[src/rtl/sr_cap_pkg.sv]
package sr_cap_pkg;

  typedef enum logic [1:0] {
    WIN_IDLE  = 2'd0,
    WIN_BLANK = 2'd1,
    WIN_OPEN  = 2'd2
  } win_state_e;

endpackage

[src/rtl/sr_cap_window.sv]
// Per-channel window sequencer: edge detect, blanking, open phase.
module sr_cap_window
  import sr_cap_pkg::*;
#(
  parameter int BLANK_W = 8,
  parameter int LEN_W   = 8
) (
  input  logic               clk,
  input  logic               rst_n,
  input  logic               gate_i,
  input  logic [BLANK_W-1:0] blank_i,
  input  logic [LEN_W-1:0]   len_i,
  output logic               open_o,
  output logic               clr_o,
  output logic               close_o
);

  win_state_e         st_q, st_d;
  logic               gate_q;
  logic [BLANK_W-1:0] bcnt_q, bcnt_d;
  logic [LEN_W-1:0]   lcnt_q, lcnt_d;
  logic [LEN_W-1:0]   len_eff;
  logic               fall;
  logic               bcnt_en, lcnt_en;

  always_comb begin
    fall    = gate_q & ~gate_i;
    len_eff = (len_i == '0) ? LEN_W'(1) : len_i;
    st_d    = st_q;
    bcnt_d  = bcnt_q;
    lcnt_d  = lcnt_q;
    clr_o   = 1'b0;
    close_o = 1'b0;
    if (fall) begin
      // a fresh edge always restarts timing
      if (blank_i == '0) begin
        st_d   = WIN_OPEN;
        lcnt_d = len_eff;
        clr_o  = 1'b1;
      end else begin
        st_d   = WIN_BLANK;
        bcnt_d = blank_i;
      end
    end else begin
      case (st_q)
        WIN_BLANK: begin
          if (bcnt_q == BLANK_W'(1)) begin
            st_d   = WIN_OPEN;
            lcnt_d = len_eff;
            clr_o  = 1'b1;
          end else begin
            bcnt_d = bcnt_q - BLANK_W'(1);
          end
        end
        WIN_OPEN: begin
          if (lcnt_q <= LEN_W'(1)) begin
            st_d    = WIN_IDLE;
            close_o = 1'b1;
          end else begin
            lcnt_d = lcnt_q - LEN_W'(1);
          end
        end
        default: ;
      endcase
    end
    bcnt_en = (bcnt_d != bcnt_q);
    lcnt_en = (lcnt_d != lcnt_q);
  end

  always_ff @(posedge clk or negedge rst_n) begin
    if (!rst_n) begin
      st_q   <= WIN_IDLE;
      gate_q <= 1'b0;
      bcnt_q <= '0;
      lcnt_q <= '0;
    end else begin
      st_q   <= st_d;
      gate_q <= gate_i;
      if (bcnt_en) bcnt_q <= bcnt_d;
      if (lcnt_en) lcnt_q <= lcnt_d;
    end
  end

  assign open_o = (st_q == WIN_OPEN);

endmodule

[src/rtl/sr_cap_counter.sv]
// Saturating tick counter for one channel.
module sr_cap_counter #(
  parameter int CNT_W = 7
) (
  input  logic             clk,
  input  logic             rst_n,
  input  logic             clr_i,
  input  logic             smp_i,
  input  logic             cond_n_i,
  output logic [CNT_W-1:0] cnt_o,
  output logic [CNT_W-1:0] upd_o
);

  localparam logic [CNT_W-1:0] CNT_MAX = {CNT_W{1'b1}};

  logic [CNT_W-1:0] cnt_q;
  logic             hit;

  always_comb begin
    hit   = smp_i & ~cond_n_i;
    upd_o = (hit && (cnt_q != CNT_MAX)) ? cnt_q + CNT_W'(1) : cnt_q;
  end

  always_ff @(posedge clk or negedge rst_n) begin
    if (!rst_n) begin
      cnt_q <= '0;
    end else if (clr_i) begin
      cnt_q <= '0;
    end else if (smp_i) begin
      cnt_q <= upd_o;
    end
  end

  assign cnt_o = cnt_q;

endmodule

[src/rtl/sr_cond_capture.sv]
// Multi-channel windowed conduction-time capture.
module sr_cond_capture #(
  parameter int NUM_CH  = 2,
  parameter int CNT_W   = 7,
  parameter int BLANK_W = 8,
  parameter int LEN_W   = 8
) (
  input  logic                    clk,
  input  logic                    rst_n,
  input  logic [NUM_CH-1:0]       gate_cmd,
  input  logic [NUM_CH-1:0]       cond_n,
  input  logic [BLANK_W-1:0]      blank_cfg,
  input  logic [LEN_W-1:0]        len_cfg,
  output logic [NUM_CH*CNT_W-1:0] result,
  output logic [NUM_CH-1:0]       result_vld
);

  logic [NUM_CH-1:0]            win_open;
  logic [NUM_CH-1:0]            win_clr;
  logic [NUM_CH-1:0]            win_close;
  logic [NUM_CH-1:0][CNT_W-1:0] run_cnt;
  logic [NUM_CH-1:0][CNT_W-1:0] cnt_upd;

  for (genvar c = 0; c < NUM_CH; c++) begin : g_ch
    logic [CNT_W-1:0] res_q;
    logic             vld_q;

    sr_cap_window #(
      .BLANK_W (BLANK_W),
      .LEN_W   (LEN_W)
    ) u_win (
      .clk     (clk),
      .rst_n   (rst_n),
      .gate_i  (gate_cmd[c]),
      .blank_i (blank_cfg),
      .len_i   (len_cfg),
      .open_o  (win_open[c]),
      .clr_o   (win_clr[c]),
      .close_o (win_close[c])
    );

    sr_cap_counter #(
      .CNT_W (CNT_W)
    ) u_cnt (
      .clk      (clk),
      .rst_n    (rst_n),
      .clr_i    (win_clr[c]),
      .smp_i    (win_open[c]),
      .cond_n_i (cond_n[c]),
      .cnt_o    (run_cnt[c]),
      .upd_o    (cnt_upd[c])
    );

    always_ff @(posedge clk or negedge rst_n) begin
      if (!rst_n) begin
        res_q <= '0;
        vld_q <= 1'b0;
      end else begin
        vld_q <= win_close[c];
        if (win_close[c]) res_q <= cnt_upd[c];
      end
    end

    assign result[c*CNT_W +: CNT_W] = res_q;
    assign result_vld[c]            = vld_q;
  end

endmodule

[config.mk]
export PLATFORM = sky130hd
export DESIGN_NAME = sr_cond_capture
export DESIGN_NICKNAME = d
export VERILOG_FILES = /design/src/rtl/sr_cap_pkg.sv /design/src/rtl/sr_cap_window.sv /design/src/rtl/sr_cap_counter.sv /design/src/rtl/sr_cond_capture.sv
export SDC_FILE = /design/constraint.sdc
export NUM_CORES = 1
export LEC_CHECK = 0
export ABC_AREA = 1
export BUFFER_PORTS_ARGS = -buffer_cell sky130_fd_sc_hd__buf_2
export CORE_ASPECT_RATIO = 1.2
export CORE_MARGIN = 2
export CORE_UTILIZATION = 50
export CTS_CLUSTER_SIZE = 20
export DETAILED_ROUTE_END_ITERATION = 6
export GPL_TIMING_DRIVEN = 0
export HOLD_SLACK_MARGIN = 0.06
export PLACE_DENSITY = 0.69
export SLEW_MARGIN = 20
export SYNTH_ARGS = -nofsm -noshare
export SYNTH_HDL_FRONTEND = slang
export SYNTH_SLANG_ARGS = --single-unit
[constraint.sdc]
create_clock -name clk -period 1.93 [get_ports clk]
set_clock_uncertainty 0.05 [all_clocks]
set_input_delay 0.386 -clock clk [delete_from_list [all_inputs] [get_ports clk]]
set_output_delay 0.386 -clock clk [all_outputs]
set_load 0.01 [all_outputs]
# Yosys cells after proc, flatten, opt, wreduce, memory -nomap -nowiden
# Index checks and enable logic that the tools add are counted.
# classes
n_div,0
mul,0
n_shift,0
n_bitwise,8
n_mux,47
n_reduce_logical,10
eq_ne,16
n_lt_le_gt_ge,2
n_addsub,6
# ops
cell,count
$mux 8,17
$mux 7,6
$ne 8x8->1,4
$pmux 8 s2,2
$sub 8x1->8 const B,4
$eq 8x1->1 const B,2
$le 8x1->1 const B,2
$logic_not 8->1,2
$add 7x1->7 const B,2
$mux 2,7
$ne 7x7->1 const B,2
$mux 1,13
$pmux 2 s2,2
$ne 3x1->1 const B,2
$ne 3x3->1 const B,2
$reduce_and 3->1,2
$reduce_bool 3->1,2
$and 1x1->1,4
$eq 2x1->1 const B,2
$eq 2x2->1 const B,2
$not 1->1,4
$reduce_bool 2->1,2
$logic_and 1x1->1,2
# word_totals
n_memories,0
mem_bits_ro,0
in_bits,22
mem_bits_rw,0
register_bits,68
latch_bits,0
output_inout_bits,16

# Depth between registers and ports, before layout
# Gate-level depths: netlist (run 1).
# logic_depth
word_depth,6
mapped_depth,12

# Modules after synthesis
# From an unflattened synthesis (run 1), not the netlist that was laid out.
# unflattened
cells_unflattened,704
area_unflattened_um2,4847.1
# by_module_without_submodules
module,cells_each,seq_area_each_um2,instances,area_per_inst_um2
sr_cap_window,252,475.5,2,1656.6
sr_cap_counter,68,175.2,2,465.4
sr_cond_capture,64,400.4,1,603.1

# Worst setup path after synthesis (run 1)
# No wires, ideal clock.
# synth_path
kind,flip-flop to flip-flop
from,register g_ch[1].u_win.lcnt_q[0]
to,register g_ch[1].u_win.lcnt_q[2]
stages_incl_launch_ff,13
setup_slack_ps,324
arrival_time_ps,1443
t_required_ps,1767
setup_time_ps,113
cell_sequence,dfrtp_1 -> inv_1 -> ha_1 -> nor2_1 -> nor2_1 -> nand2_1 -> buf_4 -> nand3b_1 -> nand2_1 -> nand2_1 -> nand3_1 -> nand2_1 -> inv_1
# synth_between
elab_chain_cells,5
# synth_rtl
item,line,rtl
from (decl),sr_cap_window.sv:21,"logic [LEN_W-1:0] lcnt_q, lcnt_d;"
from (signal assigned),sr_cap_window.sv:80,if (lcnt_en) lcnt_q <= lcnt_d;
$sub 8x1->8 or $le 8x1->1 (tied branches),"sr_cap_window.sv:60, sr_cap_window.sv:56",
$mux 8,sr_cap_window.sv:56,if (lcnt_q <= LEN_W'(1)) begin
$pmux 8 s2,sr_cap_window.sv:45,case (st_q)
$mux 8,sr_cap_window.sv:34,if (fall) begin
$ne 8x8->1,sr_cap_window.sv:67,lcnt_en = (lcnt_d != lcnt_q);
# Several ways; a longest one is shown, not always the timed one.
# A chain may end at the register's enable or synchronous reset.

# Worst setup path in the final report (run 1)
# layout_path
from,register g_ch[1].u_win.lcnt_q[0]
to,register g_ch[1].u_win.lcnt_q[6]
# The elaborated chain is that of the path after synthesis.

==> out/qor.txt, run 1 <==
Die outline width: 91.6 µm
CTS Buf Count: 9
Clock Tree Buf Depth: 2
Most used cell, CP: nand2_1
Die H: 109 µm
DRT iter0 DRCs: 186
Avg WL per Cell: 13.8 µm
Post-Synthesis Cells: 659
Initial core utilization: 51.2%
CP Capture Type: register
Final setup viols: 0
Synth Area per Inst: 6.99 µm²
Vias in the first global route: 4,263
Filler instances: 842
Commonest cells post-synth: nand2_1 (178), inv_1 (87), dfrtp_1 (68), nor2_1 (62), nand3_1 (48)
Port bufs: 37
Register bit total from synthesis: 68
Worst Tran Pin Value: 563 ps
Synth Net Count: 695
H-Tree Depth: 3
Crit path launch type: register
Layout cells sized above 1: 16.2%
Fin crit share: 92.9%
Count leader, synth: nand2_1
Clock Latency Late Sink: 350 ps
Critical-path cell list: buf_4 -> ha_1 -> nor2_1 -> nor2_2 -> nand2_1 -> buf_4 -> nand4_1 -> nand2_1 -> nand2_1 -> nand3_1 -> nand2_1 -> inv_1
DRT Pass-1 Iters: 5
# IOs: 38
Max rail drop VDD: 0.000642 V
Worst Path Arrival: 2040 ps
Antenna violations before repair: 0
Post-route minimum period: 1790 ps
Hpwl dp: 8.65 mm
Buffers and inverters on the worst path: 3
Post-route DRC violation count: 0
Worst R2R Start: g_ch[1].u_win.lcnt_q[0]
First-pass GRT wire length: 19.6 mm
Post-synth EDFFs: 0
Cell Area, Synth: 4600 µm²
Delay-heaviest family, CP: simple AND/OR/NAND/NOR gates
DP Cell Count: 817
Largest net degree at the start of global routing: 41
Share of flip-flops with an asynchronous set or reset: 100%
Antenna Cells: 0
DR vias: 4,405
Pins Over Slew Limit: 0
Main synth FF type: dfrtp_1
Status: completed
Final-report hold violation count: 0
Critical Path Fanout Max: 10
Total GRT Usage: 24.6%
Num rows: 38
Cell Pwr Density: 1300 nW/µm²
Crit. Startpoint: g_ch[1].u_win.lcnt_q[0]
Post-Layout Cell Count: 835
CP max stage delay: 420 ps
Relative slew slack: 62.5%
Hold Startpoint: gate_cmd[0]
Worst-path clk slew: 80 ps
DR vias/cell: 5.28
Cell area after layout: 5220 µm²
Sequential share of the synthesized area: 37.0%
Leak: 2.74 nW
CTS sink count: 68
RePlAce Congestion: 0.937
GRT overflow: 0
FMAX: 558 MHz
DRT antenna net count: 0
Layout area overhead: 13.4%
CORE AREA: 8990 µm²
Cell taking the most area after synthesis: dfrtp_1
Placed Instance Area: 4960 µm²
Die area: 10000 µm²
RSZ-0062 raised after global routing: yes
Area share of the largest cell type after synthesis: 37.0%
Crit path kind: register to register
Root Driver: clkbuf_8
Area contributors post-synth: dfrtp_1 (37%), nand2_1 (15%), inv_1 (7.1%)
Post-synth cell types: 42
Hold WC Path Type: input port to register
Worst Path Required: 2170 ps
Setup TNS: 0 ps
Number of synthesis warnings: 0
Fin nets: 746
CTS tree: built
CP max-delay cell: dfrtp_1
Total of max-cap violations: 0
Drt total wl: 11.6 mm
-- worst paths after layout --
kind	cells after the start	end	slack (ps)
max	12	g_ch[1].u_win.lcnt_q[6]	140
min	1	g_ch[0].u_win.gate_q	110
max reg2reg	12	g_ch[1].u_win.lcnt_q[6]	140
min reg2reg	2	g_ch[1].res_q[2]	430
max in group asynchronous	3	g_ch[1].u_cnt.cnt_o[1]	820
min in group asynchronous	2	g_ch[0].res_q[1]	450
-- metal layers --
| layer | track usage, % | vias to the layer above | wire length, µm |
|---|---|---|---|
| met2 | 42.6 | 135 | 5600 |
| met3 | 4.49 | 26 | 535 |
| li1 | - | 2201 | - |
| met1 | 30.3 | 2043 | 5060 |
| met4 | 10.5 | 0 | 357 |
| met5 | 0 | - | 0 |
-- registers in the layout, indices dropped and copies added, names as in the netlist --
register,flops
g_ch.res_q,14
g_ch.u_cnt.cnt_o,14
g_ch.u_win.bcnt_q,16
g_ch.u_win.gate_q,2
g_ch.u_win.lcnt_q,16
g_ch.u_win.st_q,4
g_ch.vld_q,2
-- layout by cell type, fill, tap and decap left out, types with 12 or more instances in the layout --
master | Yosys | layout
nand3_1 | 48 | 48
buf_2 | 7 | 41
inv_1 | 87 | 86
ha_1 | 14 | 13
a21oi_1 | 31 | 31
o21ai_1 | 23 | 22
nand2_1 | 178 | 178
o21ai_0 | 34 | 34
nor2_1 | 62 | 61
nor2_4 | 11 | 12
dfrtp_1 | 68 | 68
-- cell type report --
type                            instances  area (µm²)  share of cell area (%)
Multi-Input combinational cell        476        2450                    46.8
Sequential cell                        68        1700                    32.6
Inverter                               98         375                    7.19
Timing Repair Buffer                   40         225                    4.31
Tap cell                              120         150                    2.88
Clock buffer                            9         124                    2.37
Buffer                                 17         100                    1.92
Clock inverter                          7        98.8                    1.89
-- power by group --
part	internal [mW]	leakage (nW)	switching (mW)	total [mW]
sequential	1.91	0.833	0.497	2.41
clock	0.736	0.110	0.602	1.34
combinational	1.13	1.80	1.93	3.06
total	3.78	2.74	3.02	6.81
-- logic make-up (layout without fill, tap and decap cells) --
kind of cell	Yosys count	count (layout)	share of synthesized area, %
buffers and inverters	115	171	10.2
adders and majority gates	14	14	3.80
xor gates and xnor gates	11	11	2.09
and+or+nand+nor	343	343	34.0
DFF	68	68	37.0
AOI/OAI and AO/OA	108	108	12.9
-- per-stage QoR --
step	total power [mW]	setup slack (ps)	hold WS [ps]	utilization [%]
after floorplan	4.62	324	40.4	-
after global placement	5.29	46.7	407	55.0
after detailed placement	5.40	107	295	55.2
after CTS	6.77	68.6	102	57.8
after global routing	7.43	-17.5	86.5	58.1
final	6.81	137	108	58.1
-- what timing repair did --
item	in CTS	in global routing
resized for setup	0	8
setup endpoints to repair	0	20
endpoints found under the hold margin	28	0
hold buffers	1	0
setup buffers	0	1
No activity file was read; power rests on OpenSTA's default activity.
==> inputs of run 2 (changes only) <==
--- a/config.mk
+++ b/config.mk
@@ -6,15 +6,15 @@
 export NUM_CORES = 1
 export LEC_CHECK = 0
 export ABC_AREA = 1
-export BUFFER_PORTS_ARGS = -buffer_cell sky130_fd_sc_hd__buf_2
+export CAP_MARGIN = 5
 export CORE_ASPECT_RATIO = 1.2
 export CORE_MARGIN = 2
 export CORE_UTILIZATION = 50
 export CTS_CLUSTER_SIZE = 20
 export DETAILED_ROUTE_END_ITERATION = 6
+export DONT_BUFFER_PORTS = 1
 export GPL_TIMING_DRIVEN = 0
 export HOLD_SLACK_MARGIN = 0.06
-export PLACE_DENSITY = 0.69
 export SLEW_MARGIN = 20
 export SYNTH_ARGS = -nofsm -noshare
 export SYNTH_HDL_FRONTEND = slang
==> run 2 against run 1 <==
Against the previous run: the flow now finishes with violations (negative hold slack); power fell by 1.7%; critical endpoint is now g_ch[1].u_win.lcnt_q[2]; sequential power rose by 2%; global-route usage is 0.30 points higher; largest power group unchanged; largest cell class unchanged; clock power grew 3%; register-to-register slack barely moved.
==> out/qor.txt, run 2 (synthesized netlist as in run 1, its figures left out) <==
Layout area overhead: 8.97%
Failing checks: negative hold slack
Relative slew slack: 62.8% (+0.33 points)
Most frequent cells in the layout: nand2_1 (178), inv_1 (86), dfrtp_1 (68), nor2_1 (62), nand3_1 (48)
Worst Tran Pin Value: 558 ps (-4.99 ps)
Layout cells sized above 1: 10.9% (-5.3 points)
Reg-to-Reg End: g_ch[1].u_win.lcnt_q[2]
Filler instances: 876 (+4.0%)
RePlAce Congestion: 0.906 (-3.3%)
Crit path launch type: register
Worst R2R Start: g_ch[1].u_win.lcnt_q[0]
Worst Path Required: 2130 ps (-40 ps)
FMAX: 561 MHz (+0.55%)
Leak: 2.57 nW (-6.4%)
Critical-path cell list: inv_2 -> ha_1 -> nor2_1 -> nor2_1 -> nand2_1 -> buf_4 -> nand3b_1 -> nand2_1 -> nand2_1 -> nand3_1 -> nand2_1 -> inv_1
# IOs: 38 (unchanged)
Final hold slack: -327 ps (-435 ps)
Worst R2R Setup Slack: 150 ps (about the same)
Port bufs: 0 (-100%)
Final setup viols: 0 (unchanged)
Vias in the first global route: 4,059 (-4.8%)
DRT antenna net count: 0 (unchanged)
Post-CTS setup buffers: 0 (unchanged)
Final-report hold violation count: 68 (+68)
Clock Tree Buf Depth: 2 (unchanged)
Most used cell, CP: nand2_1
CP max-delay cell: dfrtp_1
Post-route setup slack: 147 ps (+9.78 ps)
Total of max-cap violations: 0 (unchanged)
Cell Pwr Density: 1330 nW/µm² (+2.3%)
RSZ-0062 raised after global routing: no
Status: finished with violations
Post-Place Worst Slack: 106 ps (-1.68 ps)
Hold-fix buffers, CTS: 2 (+1)
Finished Core Util: 55.8% (-2.3 points)
DRT Pass-1 Iters: 5 (unchanged)
Post-Layout Cell Count: 797 (-4.6%)
Total GRT Usage: 24.9% (+0.30 points)
Worst-path clk slew: 80 ps (about the same)
CTS sink count: 68 (unchanged)
Most common cell after layout, fill and taps aside: nand2_1
Drt total wl: 11.9 mm (+2.7%)
Hold WC Path Type: input port to asynchronous set/reset pin
Tot Pwr: 6.69 mW (-1.7%)
Critical Path Fanout Max: 10 (unchanged)
Fin crit share: 92.4% (-0.51 points)
Die area: 10000 µm² (unchanged)
Area of the multi-input gates: 2440 µm² (-0.36%)
Crit path kind: register to register
Post-route DRC violation count: 0 (unchanged)
Largest net degree at the start of global routing: 69 (+68%)
Clock Latency Late Sink: 350 ps (about the same)
CP Capture Type: register
CTS tree: built
DP Cell Count: 779 (-4.7%)
Worst path depth: 12 (unchanged)
Root Driver: clkbuf_8
Setup TNS: 0 ps (unchanged)
DR vias: 4,312 (-2.1%)
DR vias/cell: 5.41 (+2.6%)
Cell area after layout: 5020 µm² (-3.9%)
Post-route minimum period: 1780 ps (-9.78 ps)
GRT overflow: 0 (unchanged)
Die outline width: 91.6 µm (unchanged)
CORE AREA: 8990 µm² (unchanged)
H-Tree Depth: 3 (unchanged)
Avg WL per Cell: 14.9 µm (+7.6%)
Initial core utilization: 51.2% (unchanged)
Biggest regs: g_ch.u_win.bcnt_q: 16 flops, g_ch.u_win.lcnt_q: 16 flops
Placed Instance Area: 4750 µm² (-4.2%)
R2r worst-path depth: 12 (unchanged)
FF+latch area: 1700 µm² (unchanged)
Worst Path Arrival: 1980 ps (-60 ps)
Max rail drop VDD: 0.000760 V (+18%)
Buffers and inverters on the worst path: 3 (unchanged)
Hpwl dp: 8.79 mm (+1.6%)
CTS Buf Count: 9 (unchanged)
First-pass GRT wire length: 19.5 mm (-0.32%)
Antenna Cells: 0 (unchanged)
Fin nets: 708 (-5.1%)
DRT iter0 DRCs: 167 (-10%)
Die H: 109 µm (unchanged)
CP max stage delay: 410 ps (about the same)
Antenna violations before repair: 0 (unchanged)
Delay-heaviest family, CP: simple AND/OR/NAND/NOR gates
Num rows: 38 (unchanged)
Pins Over Slew Limit: 0 (unchanged)
## run 2: changes by cell type in the layout (fill, tap and decap cells not counted), sizes merged
cell         previous run  this run
buf                    51        12
clkbuf                 14        16
inv                    96        94
clkinv                  6         5
clkinvlp                1         2
dlygate4sd3             1         2
## run 2: layout make-up
| cell class | instances | share of cell area, % |
|---|---|---|
| well taps | 120 | 2.99 |
| clock inverters | 5 | 1.67 |
| flip-flops and latches | 68 | 33.9 |
| multi-input cells | 476 | 48.6 |
| clock buffers | 11 | 3.02 |
| repair buffers | 2 | 0.399 |
| inverters | 98 | 7.48 |
| plain buffers | 17 | 1.95 |
## run 2: worst max-delay path by stage
stage | from | endpoint
after floorplan | g_ch[1].u_win.lcnt_q[0] | g_ch[1].u_win.lcnt_q[2]
final | g_ch[1].u_win.lcnt_q[0] | g_ch[1].u_win.lcnt_q[2]
after global routing | g_ch[1].u_win.lcnt_q[0] | g_ch[1].u_win.lcnt_q[2]
after CTS | g_ch[1].u_win.lcnt_q[0] | g_ch[1].u_win.lcnt_q[2]
after detailed placement | g_ch[1].u_win.lcnt_q[0] | g_ch[1].u_win.lcnt_q[2]
after global placement | g_ch[1].u_win.lcnt_q[0] | g_ch[1].u_win.lcnt_q[2]
## run 2: worst register-to-register path, cell delays in order, from the launching register on
cell and delay [ps]:
dfrtp_1 410, inv_2 120, ha_1 200, nor2_1 50, nor2_1 160, nand2_1 110
buf_4 180, nand3b_1 110, nand2_1 60, nand2_1 50, nand3_1 60, nand2_1 80
inv_1 30
## run 2: per-layer routing
metal | vias up | GRT usage [%] | routed length (µm)
met1 | 2047 | 32.3 | 5320
li1 | 2139 | - | -
met4 | 0 | 10.3 | 279
met5 | - | 0 | 0
met3 | 18 | 3.32 | 516
met2 | 108 | 42.3 | 5750
## run 2: power breakdown
part / internal [mW] / switching [mW] / total, mW / leakage (nW)
Sequential: 1.92 / 0.543 / 2.46 / 0.833
Clock: 0.800 / 0.584 / 1.38 / 0.112
Combinational: 1.04 / 1.81 / 2.85 / 1.62
Total: 3.75 / 2.94 / 6.69 / 2.57
## run 2: repair_timing
action,in CTS,in global routing
resized for setup,0,3
setup endpoints to repair,0,16
endpoints found under the hold margin,70,68
==> inputs of run 3 (changes only) <==
--- a/config.mk
+++ b/config.mk
@@ -8,7 +8,6 @@
 export ABC_AREA = 1
 export CAP_MARGIN = 5
 export CORE_ASPECT_RATIO = 1.2
-export CORE_MARGIN = 2
 export CORE_UTILIZATION = 50
 export CTS_CLUSTER_SIZE = 20
 export DETAILED_ROUTE_END_ITERATION = 6
==> run 3 against run 2 <==
Against the previous run: critical path depth fell by 2; fmax is 1.3% higher; the flow still finishes with violations (negative hold slack); die area fell by 4.0%; critical path type unchanged; cell area down 0.27%.
==> out/qor.txt, run 3 (synthesized netlist as in run 1, its figures left out) <==
Status: finished with violations
Failing checks: negative hold slack
Largest net degree at the start of global routing: 69 (unchanged)
RSZ-0062 raised after global routing: no
RePlAce Congestion: 0.920 (+1.5%)
Die area: 9600 µm² (-4.0%)
CTS sink count: 68 (unchanged)
Worst Path Arrival: 1950 ps (-30 ps)
Drt total wl: 11.6 mm (-2.4%)
Vias in the first global route: 3,969 (-2.2%)
Avg WL per Cell: 14.5 µm (-2.5%)
Layout cells sized above 1: 11.4% (+0.43 points)
Total GRT Usage: 25.6% (+0.63 points)
Worst-path clk slew: 80 ps (about the same)
FMAX: 568 MHz (+1.3%)
Antenna Cells: 0 (unchanged)
Crit path launch type: register
R2r worst-path depth: 10 (-2)
Final-report hold violation count: 68 (unchanged)
First-pass GRT wire length: 18.5 mm (-5.4%)
DR vias/cell: 5.33 (-1.5%)
CORE AREA: 8990 µm² (unchanged)
Clock Latency Late Sink: 360 ps (about the same)
Post-route DRC violation count: 0 (unchanged)
Post-route minimum period: 1760 ps (-23.1 ps)
Final setup viols: 0 (unchanged)
CTS tree: built
Hpwl dp: 8.62 mm (-1.9%)
Clock Tree Buf Depth: 2 (unchanged)
Most frequent cells in the layout: nand2_1 (178), inv_1 (86), dfrtp_1 (68), nor2_1 (62), nand3_1 (48)
Biggest regs: g_ch.u_win.bcnt_q: 16 flops, g_ch.u_win.lcnt_q: 16 flops
Num rows: 38 (unchanged)
CTS Buf Count: 9 (unchanged)
Relative slew slack: 62.8% (-0.077 points)
CP Capture Type: register
# IOs: 38 (unchanged)
Final hold slack: -335 ps (-7.51 ps)
Hold WC Path Type: input port to asynchronous set/reset pin
Critical Path Fanout Max: 10 (unchanged)
Total of max-cap violations: 0 (unchanged)
GRT overflow: 0 (unchanged)
DRT antenna net count: 0 (unchanged)
Pins Over Slew Limit: 0 (unchanged)
Leak: 2.57 nW (about the same)
Fin crit share: 91.2% (-1.2 points)
Max rail drop VDD: 0.000559 V (-26%)
Fin nets: 709 (+0.14%)
Die outline width: 89.6 µm (-2.2%)
Crit path kind: register to register
Worst R2R Setup Slack: 170 ps (+20 ps)
Worst R2R Start: g_ch[1].u_win.lcnt_q[1]
Most common cell after layout, fill and taps aside: nand2_1
DR vias: 4,252 (-1.4%)
DRT Pass-1 Iters: 5 (unchanged)
Worst Path Required: 2120 ps (about the same)
Reg-to-Reg End: g_ch[1].res_q[6]
Initial core utilization: 51.2% (unchanged)
Root Driver: clkbuf_8
Hold-fix buffers, CTS: 2 (unchanged)
Antenna violations before repair: 0 (unchanged)
Worst Tran Pin Value: 559 ps (+1.15 ps)
Setup TNS: 0 ps (unchanged)
Die H: 107 µm (-1.8%)
Layout area overhead: 8.67%
Post-Layout Cell Count: 798 (+0.13%)
Filler instances: 881 (+0.57%)
DRT iter0 DRCs: 193 (+16%)
DP Cell Count: 779 (unchanged)
Cell Pwr Density: 1320 nW/µm² (-1.0%)
H-Tree Depth: 3 (unchanged)
Port bufs: 0 (unchanged)
## run 3: cell count changes in the layout (fill, tap and decap cells not counted), sizes merged
cell,before,now
buf,12,13
clkbuf,16,15
clkinv,5,6
## run 3: worst max-delay path, cell delays in order, from the launching register on
cell and delay [ps]:
dfrtp_1 420, inv_1 100, ha_2 190, nor2_1 50
nor2_1 150, nand3_2 150, nor2_4 190, inv_2 50
buf_2 170, nand2_1 70, o21ai_1 60
## run 3: repair_timing
item	in CTS	in global routing
resized for setup	0	5
setup endpoints to repair	0	14
endpoints found under the hold margin	70	68
setup buffers	0	1
## run 3: final cells by class
type | instances | area (µm²) | share of cell area [%]
multi-input combinational | 476 | 2430 | 48.7
clock buffer | 10 | 128 | 2.55
tap | 120 | 150 | 3.00
inverter | 98 | 375 | 7.50
buffer | 17 | 97.6 | 1.95
timing repair buffer | 3 | 27.5 | 0.550
sequential | 68 | 1700 | 34.0
clock inverter | 6 | 88.8 | 1.78
## run 3: worst max-delay path by stage
stage	end	start	slack, ps
floorplan	g_ch[1].u_win.lcnt_q[2]	g_ch[1].u_win.lcnt_q[0]	320
global placement	g_ch[1].u_win.lcnt_q[2]	g_ch[1].u_win.lcnt_q[0]	110
detailed placement	g_ch[1].res_q[4]	g_ch[1].u_win.lcnt_q[0]	130
CTS	g_ch[1].res_q[6]	g_ch[1].u_win.lcnt_q[0]	90
global route	g_ch[1].u_win.lcnt_q[2]	g_ch[1].u_win.lcnt_q[1]	2
finish	g_ch[1].res_q[6]	g_ch[1].u_win.lcnt_q[1]	170
## run 3: power breakdown
group	internal, mW	total, mW	switching, mW	leakage, nW
registers	1.92	2.45	0.538	0.833
clock network	0.727	1.31	0.583	0.102
logic	1.05	2.84	1.80	1.63
## run 3: per-stage QoR
stage               setup WS, ps  util [%]  area [µm²]  power, mW  hold WS, ps
finish                       170      55.7        5000       6.61         -335
CTS                         88.6      55.5        4990       6.60         -345
detailed placement           133      52.9        4750       5.28         41.8
global placement             109      52.9        4750       5.22         41.7
floorplan                    324         -        4600       4.62         40.4
global route                2.48      55.7        5000       7.21         -352
## run 3: metal layers
layer	GRT usage (%)	routed length, µm
met5	0	0
met4	8.84	188
met3	4.08	563
met2	43.5	5710
met1	32.3	5120
